===== config.mk =====
export PLATFORM = sky130hd
export DESIGN_NAME = wr_cycle_qual
export DESIGN_NICKNAME = d
export VERILOG_FILES = /design/src/rtl/wcq_pkg.sv /design/src/rtl/wcq_pin_filter.sv /design/src/rtl/wcq_power_lock.sv /design/src/rtl/wcq_cycle_ctrl.sv /design/src/rtl/wr_cycle_qual.sv
export SDC_FILE = /design/constraint.sdc
export NUM_CORES = 1
export LEC_CHECK = 0
export ABC_AREA = 1
export ABC_CLOCK_PERIOD_IN_PS = 4200
export BUFFER_PORTS_ARGS = -buffer_cell sky130_fd_sc_hd__buf_2
export CORE_MARGIN = 3
export CORE_UTILIZATION = 30
export CTS_BUF_LIST = sky130_fd_sc_hd__clkbuf_4 sky130_fd_sc_hd__clkbuf_8 sky130_fd_sc_hd__clkbuf_16
export CTS_CLUSTER_SIZE = 16
export DETAILED_ROUTE_END_ITERATION = 6
export GPL_TIMING_DRIVEN = 0
export PLACE_DENSITY = 0.53
export SLEW_MARGIN = 40
export SYNTH_ARGS = -nofsm -noshare
export SYNTH_HDL_FRONTEND = slang
export SYNTH_HIERARCHICAL = 1
export SYNTH_SLANG_ARGS = --single-unit

===== constraint.sdc =====
create_clock -name clk -period 4.2 [get_ports clk]
set_clock_uncertainty 0.2 [all_clocks]
set_input_delay 0.21 -clock clk [delete_from_list [all_inputs] [get_ports clk]]
set_output_delay 0.21 -clock clk [all_outputs]
set_load 0.1 [all_outputs]

===== src/rtl/wcq_pkg.sv =====
package wcq_pkg;
  typedef enum logic [1:0] {CYC_IDLE = 2'd0, CYC_READ = 2'd1, CYC_WRITE = 2'd2} cyc_t;

  // Pin priority: any cycle with chip and output enable low is a read.
  function automatic cyc_t classify(input logic ce_n, input logic oe_n, input logic we_n);
    if (!ce_n && !oe_n)            return CYC_READ;
    else if (!ce_n && !we_n && oe_n) return CYC_WRITE;
    else                           return CYC_IDLE;
  endfunction

  // Power-up release condition.
  function automatic logic release_ok(input logic cnt_full, input logic ready, input logic low);
    return cnt_full && ready && !low;
  endfunction
endpackage


===== src/rtl/wcq_pin_filter.sv =====
module wcq_pin_filter #(
  parameter int FILT_CYCLES = 3
) (
  input  logic clk,
  input  logic rst_n,
  input  logic pin_raw,
  output logic pin_filt
);
  localparam int CW = (FILT_CYCLES < 2) ? 1 : $clog2(FILT_CYCLES);
  localparam logic [CW-1:0] LAST = CW'(FILT_CYCLES - 1);

  logic          s1, s2;
  logic [CW-1:0] cnt;

  always_ff @(posedge clk or negedge rst_n) begin
    if (!rst_n) begin
      s1       <= 1'b1;
      s2       <= 1'b1;
      cnt      <= '0;
      pin_filt <= 1'b1;
    end else begin
      s1 <= pin_raw;
      s2 <= s1;
      if (s2 == pin_filt) begin
        cnt <= '0;
      end else if (cnt == LAST) begin
        pin_filt <= s2;
        cnt      <= '0;
      end else begin
        cnt <= cnt + 1'b1;
      end
    end
  end
endmodule


===== src/rtl/wcq_power_lock.sv =====
module wcq_power_lock #(
  parameter int PWRUP_CYCLES = 20
) (
  input  logic clk,
  input  logic rst_n,
  input  logic vlow,
  input  logic ready_in,
  output logic lock_any,
  output logic lock_start
);
  import wcq_pkg::*;
  localparam int PW = $clog2(PWRUP_CYCLES + 1);
  localparam logic [PW-1:0] LIM = PW'(PWRUP_CYCLES);

  logic          v1, v2, pu_lock, lock_prev;
  logic [PW-1:0] cnt;
  logic          cnt_full;

  assign cnt_full = (cnt == LIM);
  assign lock_any = pu_lock | v2;

  always_ff @(posedge clk or negedge rst_n) begin
    if (!rst_n) begin
      v1         <= 1'b0;
      v2         <= 1'b0;
      cnt        <= '0;
      pu_lock    <= 1'b1;
      lock_prev  <= 1'b0;
      lock_start <= 1'b0;
    end else begin
      v1 <= vlow;
      v2 <= v1;
      if (v2)             cnt <= '0;
      else if (!cnt_full) cnt <= cnt + 1'b1;
      if (pu_lock && release_ok(cnt_full, ready_in, v2)) pu_lock <= 1'b0;
      lock_prev  <= lock_any;
      lock_start <= lock_any & ~lock_prev;
    end
  end
endmodule


===== src/rtl/wcq_cycle_ctrl.sv =====
module wcq_cycle_ctrl #(
  parameter int AW = 8,
  parameter int DW = 8
) (
  input  logic          clk,
  input  logic          rst_n,
  input  logic          ce_f,
  input  logic          oe_f,
  input  logic          we_f,
  input  logic [AW-1:0] addr,
  input  logic [DW-1:0] data,
  input  logic          lock_any,
  output logic          cmd_strobe,
  output logic [AW-1:0] cmd_addr,
  output logic [DW-1:0] cmd_data,
  output logic          bus_read,
  output logic          bus_write
);
  import wcq_pkg::*;

  cyc_t          cls;
  logic          we_prev, we_rise, armed;
  logic [AW-1:0] hold_addr;
  logic [DW-1:0] hold_data;

  assign cls       = classify(ce_f, oe_f, we_f);
  assign we_rise   = we_f & ~we_prev;
  assign bus_read  = (cls == CYC_READ);
  assign bus_write = armed;

  always_ff @(posedge clk or negedge rst_n) begin
    if (!rst_n) begin
      we_prev    <= 1'b1;
      armed      <= 1'b0;
      cmd_strobe <= 1'b0;
      hold_addr  <= '0;
      hold_data  <= '0;
      cmd_addr   <= '0;
      cmd_data   <= '0;
    end else begin
      we_prev    <= we_f;
      armed      <= (cls == CYC_WRITE) && !lock_any;
      cmd_strobe <= we_rise && armed && !lock_any;
      if (cls == CYC_WRITE) begin
        hold_addr <= addr;
        hold_data <= data;
      end
      if (we_rise && armed && !lock_any) begin
        cmd_addr <= hold_addr;
        cmd_data <= hold_data;
      end
    end
  end
endmodule


===== src/rtl/wr_cycle_qual.sv =====
module wr_cycle_qual #(
  parameter int FILT_CYCLES  = 3,
  parameter int PWRUP_CYCLES = 20,
  parameter int AW           = 8,
  parameter int DW           = 8
) (
  input  logic          clk,
  input  logic          rst_n,
  input  logic          ce_n,
  input  logic          oe_n,
  input  logic          we_n,
  input  logic [AW-1:0] addr,
  input  logic [DW-1:0] data,
  input  logic          vlow,
  input  logic          ready_in,
  output logic          cmd_strobe,
  output logic [AW-1:0] cmd_addr,
  output logic [DW-1:0] cmd_data,
  output logic          cmd_reset,
  output logic          locked,
  output logic          bus_read,
  output logic          bus_write
);
  localparam int NPIN = 3;

  logic [NPIN-1:0] pins_raw, pins_filt;
  logic            lock_any, lock_start;

  assign pins_raw = {ce_n, oe_n, we_n};

  for (genvar g = 0; g < NPIN; g++) begin : g_pin
    wcq_pin_filter #(.FILT_CYCLES(FILT_CYCLES)) u_filt (
      .clk(clk), .rst_n(rst_n), .pin_raw(pins_raw[g]), .pin_filt(pins_filt[g])
    );
  end

  wcq_power_lock #(.PWRUP_CYCLES(PWRUP_CYCLES)) u_lock (
    .clk(clk), .rst_n(rst_n), .vlow(vlow), .ready_in(ready_in),
    .lock_any(lock_any), .lock_start(lock_start)
  );

  wcq_cycle_ctrl #(.AW(AW), .DW(DW)) u_ctrl (
    .clk(clk), .rst_n(rst_n),
    .ce_f(pins_filt[2]), .oe_f(pins_filt[1]), .we_f(pins_filt[0]),
    .addr(addr), .data(data), .lock_any(lock_any),
    .cmd_strobe(cmd_strobe), .cmd_addr(cmd_addr), .cmd_data(cmd_data),
    .bus_read(bus_read), .bus_write(bus_write)
  );

  assign cmd_reset = lock_start;
  assign locked    = lock_any;
endmodule


After elaboration in Yosys (flattened, before gate mapping)
Index checks and enable logic that the tools add are counted.
{ "word_totals": {"reg_bits": 60, "in_bits": 23, "output_inout_bits": 21, "word_cells": 74} }
{ "op_classes": {"addsub": 4, "eq_ne": 10, "mux": 10, "bitwise_logic": 8, "reduce_logical": 17} }
{ "op_table": {"columns": ["op", "count"], "rows": [
  ["2-bit two-way mux", 8],
  ["5-bit two-way mux", 2],
  ["1-bit logical AND", 9],
  ["2-bit == test (second input constant)", 4],
  ["2-bit by 1-bit adder with 2-bit output (second input constant)", 3],
  ["2-bit AND reduction", 3],
  ["5-bit by 1-bit adder with 5-bit output (second input constant)", 1],
  ["5-bit == test (second input constant)", 1],
  ["1-bit zero test", 5],
  ["1-bit NOT", 5],
  ["1-bit == test", 3],
  ["1-bit AND", 2],
  ["2-bit by 1-bit == test with 1-bit output (second input constant)", 1],
  ["2-bit by 1-bit inequality test with 1-bit output (second input constant)", 1],
  ["1-bit OR", 1]
]} }

Depth between registers and ports, before layout
{ "logic_depth": {"depth_word": 7, "depth_mapped": 7, "ltp_nobuf": 6} }

Cells and area by module
The synthesis kept the hierarchy.
{ "modules_own_cells": {"columns": ["mod", "n_inst", "cells_each", "area_each_um2", "seq_area_each_um2"], "rows": [
  ["wcq_cycle_ctrl", 1, 147, 1401.3, 877.1],
  ["wcq_pin_filter", 3, 21, 190.2, 128.9],
  ["wcq_power_lock", 1, 46, 425.4, 251.5]
]} }

Least setup slack after synthesis
Ideal clock, no wire load.
{ "synth_timing": {"path_kind": "register to output", "startpoint": "reg g_pin[1].u_filt.pin_filt", "endpoint": "out bus_read", "arrival_time_ns": 1.947, "required_time_ns": 3.790, "setup_slack_ns": 1.843, "stages_incl_launch_ff": 4, "path_buffers": 2, "cell_sequence": "dfstp_2 -> buf_2 -> buf_2 -> nor2_1"} }
{ "synth_via": {"elab_chain_cells": 4, "elab_cells_between_ends": 6, "classes_between": "eq/ne: 1; mux: 2; reduce/logical: 3"} }
{ "synth_lines": {"columns": ["element", "line_no", "source"], "rows": [
  ["start, declared", "wcq_pin_filter.sv:7", "output logic pin_filt"],
  ["start signal, assigned", "wcq_pin_filter.sv:20", "pin_filt <= 1'b1;"],
  ["start signal, assigned", "wcq_pin_filter.sv:27", "pin_filt <= s2;"],
  ["1-bit logical AND or 1-bit zero test (tied branches)", "wcq_pkg.sv:7, wcq_pkg.sv:6", null],
  ["2-bit two-way mux or 1-bit logical AND (tied branches)", "wcq_pkg.sv:7, wcq_pkg.sv:6", null],
  ["2-bit two-way mux *", "wcq_pkg.sv:6", "if (!ce_n && !oe_n) return CYC_READ;"],
  ["2-bit by 1-bit == test with 1-bit output *", "wcq_cycle_ctrl.sv:28", "assign bus_read = (cls == CYC_READ);"],
  ["end, declared", "wr_cycle_qual.sv:21", "output logic bus_read,"]
]} }
Every way passes the cells marked *; elsewhere a longest branch is shown, timed or not.

Worst setup path after layout
Ends and elaborated chain as after synthesis.

==> run_results.csv <==
group,metric,value,unit
grt,antenna_found_initial,0,
detailed_routing,firstDrtPassIters,4,
yosys,syn_area_per_cell,9.36,sq um
die,die_w,95.4,um
worst_setup_path,end_kind,"output port",
die,die_h,95.4,um
cts,clockBufferDepth,2,
layout,num_antenna_cells,0,
layout,layout.nets,357,
cts,cts_buffers,9,
grt,first_global_vias,1843,
pwr,ir_drop,0.279,mV
yosys,syn_area,2400,sq um
yosys,async_reset_ff_share,100,%
timing,setup_viol,0,
cts,cts_htree_levels,3,
placed_design,gp_congestion,0.725,
cts,ctsResizeCount,0,
cts,cts.sinks,60,
detailed_routing,vias,1841,
placed_design,hpwl,3330,um
timing,slew_violations,0,
yosys,syn_nets,281,
cts,cts_tree,"built",
detailed_routing,dr.first_iter.drc_count,83,
pwr,power.density,527,nW/um^2
yosys,synth_flop_cell,"dfrtp_1",
detailed_routing,vias_per_cell,4.22,
die,ios,44,
layout,utilization,42.1,%
yosys,synthTopCellsByArea,"dfrtp_1 (51%), nand2_1 (16%), dfstp_2 (12%)",
outcome,status,"complete, no violations",
layout,syn2layout_area_growth,31.6,%
placed_design,io_buffers,43,
yosys,yosys_warnings,6,
grt,top_usage_layer,"met2",
die,core_region_area,7490,sq um
detailed_routing,wl_per_cell,11.5,um
cts,clkTransAtPathRegs,0.07,ns
detailed_routing,drtAntennaViolNets,0,
yosys,synth_cells,256,
timing,post-route-period-util,50.6,%
grt,grt-ovfl-total,0,
grt,track_usage,12.6,%
worst_setup_path,required,3.79,ns
timing,fmax,471,MHz
worst_setup_path,cp_max_fo,10,
detailed_routing,drc,0,
grt,grt_pass1_wl,8760,um
yosys,synth_cell_types,20,
timing,finalCriticalPeriod,2.12,ns
worst_setup_path,cp_data_arrival_time,1.71,ns
yosys,synth-seq-cells,60,
yosys,yosysTopAreaCell,"dfrtp_1",
worst_setup_path,start_kind,"flop",
timing,hold_violations,0,
grt,grt.met3_usage,4.18,%
yosys,synth.most_common_cell,"nand2_1",
timing,finalSetupTns,0,ns
die,start_util,32.0,%
timing,slew_headroom,64.6,%
grt,gr-usage-met1,17.2,%
timing,worst_pin_slew,0.532,ns
timing,rsz0062_at_grt,"false",
worst_setup_path,critPathKind,"reg -> out",
cts,hold_buffers,22,
hold_path,min_path_type,"reg -> reg",
yosys,synth_edf_count,0,
layout,drive_above_1_share,25.5,%
detailed_routing,wirelength,5010,um
cts,post-cts-setup-buffers,0,
die,die_area,9100,sq um
cts,clock_latency,0.33,ns
pwr,cellLeakagePower,1.73,nW
yosys,ys_seq_area_share,63.2,%
yosys,synthTopCellsByCount,"nand2_1 (100), dfrtp_1 (49), nand3_1 (40), inv_1 (22), dfstp_2 (11)",
cts,root_buffer,"clkbuf_8",
grt,grt_max_degree,61,
grt,grt_use_met2,18.5,%
die,rows,31,
yosys,yosysTopAreaCellShare,51.1,%
job,max-cap-violations,0,
-- logic make-up after synthesis --
family | share of synthesized area (%)
fa+ha+maj | 1.04
compound gates | 0.835
flops | 63.2
buf+inv | 6.16
simple gates | 28.8
-- worst paths after layout --
path | startpoint | to | slack, ns | cells past startpoint
max | g_pin[1].u_filt/pin_filt | bus_read | 2.08 | 4
min | u_lock/v1 | u_lock/v2 | 0.15 | 0
max reg2reg | u_lock/v2 | u_ctrl/cmd_addr[0] | 2.53 | 7
min reg2reg | u_lock/v1 | u_lock/v2 | 0.15 | 0
max in group asynchronous | rst_n | g_pin[1].u_filt/s1 | 3.20 | 2
min in group asynchronous | rst_n | u_ctrl/cmd_strobe | 0.20 | 2
-- metal layers --
metal | part of all wire (%) | wire [um]
met5 | 0 | 0
met4 | 1.6 | 79
met3 | 6.0 | 301
met2 | 45 | 2260
met1 | 47 | 2370
-- power breakdown --
group	internal (W)	switching (W)	leakage, nW
sequential	0.000722	0.0000874	0.755
clock	0.000270	0.000233	0.0910
combinational	0.000128	0.000222	0.886
-- placed cells by master (no fill, tap or decap) --
cell type / count
nand2_4: 2
a21oi_1: 3
inv_2: 1
nor2_4: 2
dfstp_2: 11
inv_4: 1
buf_4: 3
bufinv_16: 1
nand4_1: 2
dfrtp_1: 49
clkbuf_8: 9
buf_2: 44
nand3_1: 40
nand2_2: 1
ha_1: 2
o21ai_0: 1
nor2_2: 1
nor2_1: 10
clkinvlp_4: 3
inv_1: 22
clkinv_2: 3
or2_2: 1
buf_6: 3
dlygate4sd3_1: 22
nand2_1: 100
-- stage by stage --
step                total power, W  cells  hold WS [ns]  instance area (sq um)  setup WS [ns]
floorplan                  0.00106    256        -0.286                   2400           1.84
global placement           0.00115    398         0.116                   2740           2.45
detailed placement         0.00116    398         0.116                   2740           2.44
CTS                        0.00169    436         0.152                   3150           2.06
global route               0.00179    436         0.146                   3150           1.97
finish                     0.00166    436         0.148                   3150           2.08
-- state kept, by name (all words and copies together) (netlist names) --
signal,flops
g_pin.u_filt/s1,3
g_pin.u_filt/pin_filt,3
u_lock/pu_lock,1
u_lock/lock_prev,1
u_lock/lock_start,1
u_ctrl/hold_data,8
u_ctrl/cmd_addr,8
g_pin.u_filt/s2,3
u_ctrl/hold_addr,8
g_pin.u_filt/cnt,6
u_ctrl/cmd_data,8
u_lock/v2,1
u_lock/cnt,5
u_ctrl/cmd_strobe,1
u_ctrl/we_prev,1
u_ctrl/bus_write,1
u_lock/v1,1
-- layout make-up --
class | count | area (sq um)
well taps | 99 | 124
flip-flops and latches | 60 | 1520
clock inverters | 7 | 67.6
multi-input cells | 165 | 734
plain buffers | 7 | 55.1
inverters | 24 | 92.6
clock buffers | 9 | 124
repair buffers | 65 | 442
fillers | 745 | 4330
-- critical path, stage by stage, from the launching register on --
cell     delay (ns)
dfstp_2        0.54
buf_2          0.22
buf_2          0.26
nor2_1         0.07
buf_2          0.29
Power figures use the tool's default switching activity.
